**src/rtl/tmr_pkg.sv**
```systemverilog
// Package: shared sizing and tap mapping for the selectable-tap timer.
// Assumes the select code is narrow enough that 2**SEL_W stays small.
package tmr_pkg;
    localparam int CNT_W     = 8;
    localparam int SEL_W     = 3;
    localparam int ADDR_W    = 12;
    localparam int DATA_W    = 16;
    localparam logic [ADDR_W-1:0] TMR_ADDR = 12'h080;
    // Highest usable tap: divide by 2**(CNT_W-1).
    localparam int MAX_TAP   = CNT_W - 2;
    localparam int NUM_CODES = 1 << SEL_W;

    // Map a select code to a counter bit index, saturating at MAX_TAP.
    function automatic int tap_of(input int code);
        return (code > MAX_TAP) ? MAX_TAP : code;
    endfunction
endpackage

```
**src/rtl/tmr_counter.sv**
```systemverilog
// Module: tmr_counter
// Free-running up-counter with no enable and no prescaler; wraps naturally.
// Assumes: synchronous active-low reset, one increment per clock.
module tmr_counter #(
    parameter int W = tmr_pkg::CNT_W
) (
    input  logic         clk,
    input  logic         rst_n,
    output logic [W-1:0] cnt_q
);
    // Advance by one every cycle; modulo wrap is implicit in the width.
    always_ff @(posedge clk) begin
        if (!rst_n) cnt_q <= '0;
        else        cnt_q <= cnt_q + 1'b1;
    end
endmodule

```
**src/rtl/tmr_sel_reg.sv**
```systemverilog
// Module: tmr_sel_reg
// Address decode plus the select-code register.
// Assumes: single-cycle writes, strobe sampled on the rising edge.
module tmr_sel_reg #(
    parameter int                  AW   = tmr_pkg::ADDR_W,
    parameter int                  DW   = tmr_pkg::DATA_W,
    parameter int                  SW   = tmr_pkg::SEL_W,
    parameter logic [AW-1:0]       BASE = tmr_pkg::TMR_ADDR
) (
    input  logic          clk,
    input  logic          rst_n,
    input  logic [AW-1:0] addr,
    input  logic [DW-1:0] wdata,
    input  logic          wr,
    output logic [SW-1:0] sel_q
);
    logic hit;
    logic unused_hi;

    // Decode a write aimed at this peripheral.
    always_comb hit = wr && (addr == BASE);

    // Upper data bits are not stored.
    always_comb unused_hi = ^wdata[DW-1:SW];

    // Hold the select code; load the low data bits on a decoded write.
    always_ff @(posedge clk) begin
        if (!rst_n)   sel_q <= '0;
        else if (hit) sel_q <= wdata[SW-1:0];
    end
endmodule

```
**src/rtl/tmr_tap_mux.sv**
```systemverilog
// Module: tmr_tap_mux
// Routes one counter bit to the output according to the select code.
// Codes beyond the top tap saturate onto the top tap. Purely combinational.
module tmr_tap_mux #(
    parameter int CW = tmr_pkg::CNT_W,
    parameter int SW = tmr_pkg::SEL_W
) (
    input  logic [CW-1:0] cnt,
    input  logic [SW-1:0] sel,
    output logic          tap
);
    localparam int NC = 1 << SW;
    logic [NC-1:0] cand;

    // One candidate bit per code, with saturation fixed at elaboration.
    for (genvar i = 0; i < NC; i++) begin : g_cand
        localparam int T = tmr_pkg::tap_of(i);
        assign cand[i] = cnt[T];
    end

    // Pick the candidate for the current code.
    always_comb tap = cand[sel];
endmodule

```
**src/rtl/tmr_tap_timer.sv**
```systemverilog
// Module: tmr_tap_timer (top)
// Free-running 8-bit timer with a bus-written tap select and a divided output.
// Assumes: synchronous active-low reset; bus writes last one cycle.
module tmr_tap_timer (
    input  logic        clk,
    input  logic        rst_n,
    input  logic [11:0] bus_addr,
    input  logic [15:0] bus_wdata,
    input  logic        bus_wr,
    output logic [7:0]  tmr_count,
    output logic        tmr_tick
);
    import tmr_pkg::*;

    logic [SEL_W-1:0] sel_q;

    tmr_counter #(.W(CNT_W)) u_cnt (
        .clk   (clk),
        .rst_n (rst_n),
        .cnt_q (tmr_count)
    );

    tmr_sel_reg #(
        .AW(ADDR_W), .DW(DATA_W), .SW(SEL_W), .BASE(TMR_ADDR)
    ) u_sel (
        .clk   (clk),
        .rst_n (rst_n),
        .addr  (bus_addr),
        .wdata (bus_wdata),
        .wr    (bus_wr),
        .sel_q (sel_q)
    );

    tmr_tap_mux #(.CW(CNT_W), .SW(SEL_W)) u_mux (
        .cnt (tmr_count),
        .sel (sel_q),
        .tap (tmr_tick)
    );
endmodule

```
**config.mk**
```make
export PLATFORM = sky130hd
export DESIGN_NAME = tmr_tap_timer
export DESIGN_NICKNAME = d
export VERILOG_FILES = /design/src/rtl/tmr_pkg.sv /design/src/rtl/tmr_counter.sv /design/src/rtl/tmr_sel_reg.sv /design/src/rtl/tmr_tap_mux.sv /design/src/rtl/tmr_tap_timer.sv
export SDC_FILE = /design/constraint.sdc
export NUM_CORES = 1
export LEC_CHECK = 0
export ABC_AREA = 1
export BUFFER_PORTS_ARGS = -buffer_cell sky130_fd_sc_hd__buf_2
export CORE_UTILIZATION = 25
export CTS_BUF_LIST = sky130_fd_sc_hd__clkbuf_16
export DETAILED_ROUTE_END_ITERATION = 16
export HOLD_SLACK_MARGIN = 0.12
export PLACE_DENSITY_LB_ADDON = 0.08
export RECOVER_POWER = 100
export REMOVE_ABC_BUFFERS = 1
export SLEW_MARGIN = 25
export SYNTH_ARGS = -nofsm -noshare
export SYNTH_HDL_FRONTEND = slang
export SYNTH_SLANG_ARGS = --single-unit
```
**constraint.sdc**
```tcl
create_clock -name clk -period 1.25 [get_ports clk]
set_input_delay 0.25 -clock clk [delete_from_list [all_inputs] [get_ports clk]]
set_output_delay 0.25 -clock clk [all_outputs]
set_load 0.05 [all_outputs]
```
==> metrics.csv <==
metric,value,unit
outcome,finished with violations,
failing checks,negative setup slack,
clk root buf,clkbuf_16,
# port buffers,26,
fillers,256,
Die Ht,52.42,um
Cell Pwr Density,1149,nW/um2
Vias/cell,4.274,
CTS Sinks,11,
initial core utilization,27.67,%
Post-DRT Antenna Nets,0,
Worst-Margin Slew,0.2758,ns
Max VDD drop,0.7991,mV
relative slew slack,81.69,%
clock skew,0.003117,ns
cells after synthesis,104,
largest family of logic cells by synthesized area,simple AND/OR/NAND/NOR gates,
initial antenna violation count,0,
Buf/Inv on CP,1,
largest stage delay on the critical path,0.36,ns
"commonest non-fill, non-tap cells in the layout","nor2_1, nand2_1, inv_1, buf_2, dfxtp_1",
Worst EP arrival,1.19,ns
Post-layout nets,173,
max-slew violation count,0,
drt wl/cell,9.226,um
maximum fanout along the worst path,7,
first-pass GRT wire length,2594,um
Die Area,2748,um2
Sum Neg Setup Slack,-0.3979,ns
H-tree depth,1,
Crit-path slowest cell,dfxtp_4,
Max Root-Sink Buffers,2,
Hold Crit Class,input pin to flop,
DR pass1 iterations,3,
Seq cells post-synth,11,
GP Congestion,0.6678,
mux contribution to synthesized area,0,%
"Clk Latency, worst-skew pair",0.24,ns
final setup vio count,4,
mapped cell area,635.6,um2
Synthesis Warnings,0,
critical path type,flop to output pin,
design area,953.4,um2
Levels on crit path,6,
synth unique cells,15,
antenna diode count,0,
first-iteration detailed-routing DRC count,7,
Row Count,17,
All-Layer GR Usage,13.04,%
Area Overhead vs Synth,50.00,%
min Tclk post-route,1.440,ns
Startpoint Class,flop,
Crit path max-delay family,flip-flops,
Syn Area/Cell,6.112,um2
final count of hold timing violations,0,
Core Area,2297,um2
# IOs,40,
Synth Area in Simple Gates,38.19,%
Final Cycle Share,115.2,%
Worst-path clk slew,0.04,ns
CP Capture Type,output pin,
"commonest non-fill, non-tap cell in the layout",nor2_1,
largest net degree at the start of global routing,12,
CTS tree,done,
Final WS setup,-0.1902,ns
Compound-Gate Fraction of Synth Area,11.81,%
Vias,718,
unrepaired setup endpoints after global routing,yes,
"Cell Area, Placed",839.6,um2
maxcap violations,0,
Synth Area in XOR/XNOR,0,%
Die Wd,52.42,um
DRT Wirelength,1550,um
adder-cell area share of the yosys netlist,1.969,%
residual DRC count,0,
GRT overflow,0,
"Seq/Total Area, Yosys",34.65,%
DP HPWL,1174,um
vias in the first global route,646,
cts bufs inserted,3,
"Cell Chain, Critical Path",o21ai_2 -> nand2_1 -> o21ai_1 -> nand2_1 -> o21ai_2 -> buf_6,
hold depth,5,
R2R depth,9,
LEAKAGE,0.4657,nW
layout cell share with drive strength beyond 1,33.57,%
Worst EP required,1.00,ns
Fmax,694.4,MHz
-- synthesized netlist by cell type --
cell	instances	area, um2
ha_1	1	12.51
o21ai_1	6	30.03
inv_2	1	3.750
a21oi_1	6	30.03
nand3_1	3	15.01
dfxtp_1	11	220.2
inv_1	18	67.56
nor2_1	25	93.84
nand2_1	24	90.09
nor2_2	1	6.260
nand3_2	2	20.02
clkbuf_8	1	13.76
nor2_4	1	11.26
o21ai_0	3	15.01
or2_1	1	6.260
-- registers in the layout, indices dropped and copies added, names as in the netlist --
register,cells
u_sel.sel_q,3
u_cnt.cnt_q,8
-- through the flow --
step	total power [W]	setup slack, ns	util [%]	hold slack [ns]	std cells
global route	0.001136	-0.2550	41.50	0.3504	168
finish	0.001095	-0.1902	41.50	0.3277	168
floorplan	0.0004490	-0.6770	-	0.3435	103
detailed placement	0.0005123	-0.1384	36.55	0.4645	164
global placement	0.0005091	-0.1344	36.55	0.4641	164
CTS	0.001108	-0.1842	40.90	0.3285	168
-- worst register-to-register path: stages (launching register included) --
cell	delay, ns
dfxtp_1	0.32
clkbuf_1	0.23
ha_4	0.17
nand2_1	0.10
nor2_4	0.14
nand2_2	0.07
nand2_2	0.07
nand2_1	0.05
o21ai_1	0.06
inv_1	0.04
-- routing by layer --
layer / vias up / wire (um) / part of all wire, % / track usage, %
met4: 0 / 16 / 1.0 / 5.263
met2: 21 / 682 / 44 / 21.94
met1: 306 / 750 / 48 / 14.96
met5: - / 0 / 0 / 0
li1: 389 / - / - / -
met3: 2 / 101 / 6.5 / 4.348
-- final timing paths --
kind / startpoint / end / slack [ns]
worst min register to register: u_cnt.cnt_q[4] / u_cnt.cnt_q[4] / 0.47
worst max register to register: u_cnt.cnt_q[0] / u_cnt.cnt_q[6] / -0.09
worst max-delay path: u_sel.sel_q[0] / tmr_tick / -0.19
worst min-delay path: bus_wdata[2] / u_sel.sel_q[2] / 0.33
-- timing repair --
item                                    CTS  global route
gates resized for setup                   9            10
endpoints found under the setup margin    1             5
hold buffers                              0             0
pin swaps                                 2             4
setup buffers                             0             0
-- where the power goes --
group	internal [W]	leakage, nW	switching (W)
logic	0.0000577	0.333	0.0000922
clock network	0.000420	0.0423	0.000162
registers	0.000359	0.0903	0.00000402
-- kinds of logic (layout without fill, tap and decap cells) --
logic type               Yosys count  after routing
AO/OA/AOI/OAI                     15             15
adder cells (fa/ha/maj)            1              1
buffers and inverters             20             56
flip-flops                        11             11
AND/OR/NAND/NOR                   57             57
-- layout make-up --
cell class                 count  area, um2  share of cell area [%]
multi-input combinational     73      357.8                   37.53
sequential                    11      225.2                   23.62
timing repair buffer          33      185.2                   19.42
clock buffer                   3      75.07                   7.874
inverter                      19      71.32                   7.480
tap                           28      35.03                   3.675
clock inverter                 1      3.754                  0.3937
Note: power is estimated with default switching activity, not from simulation.
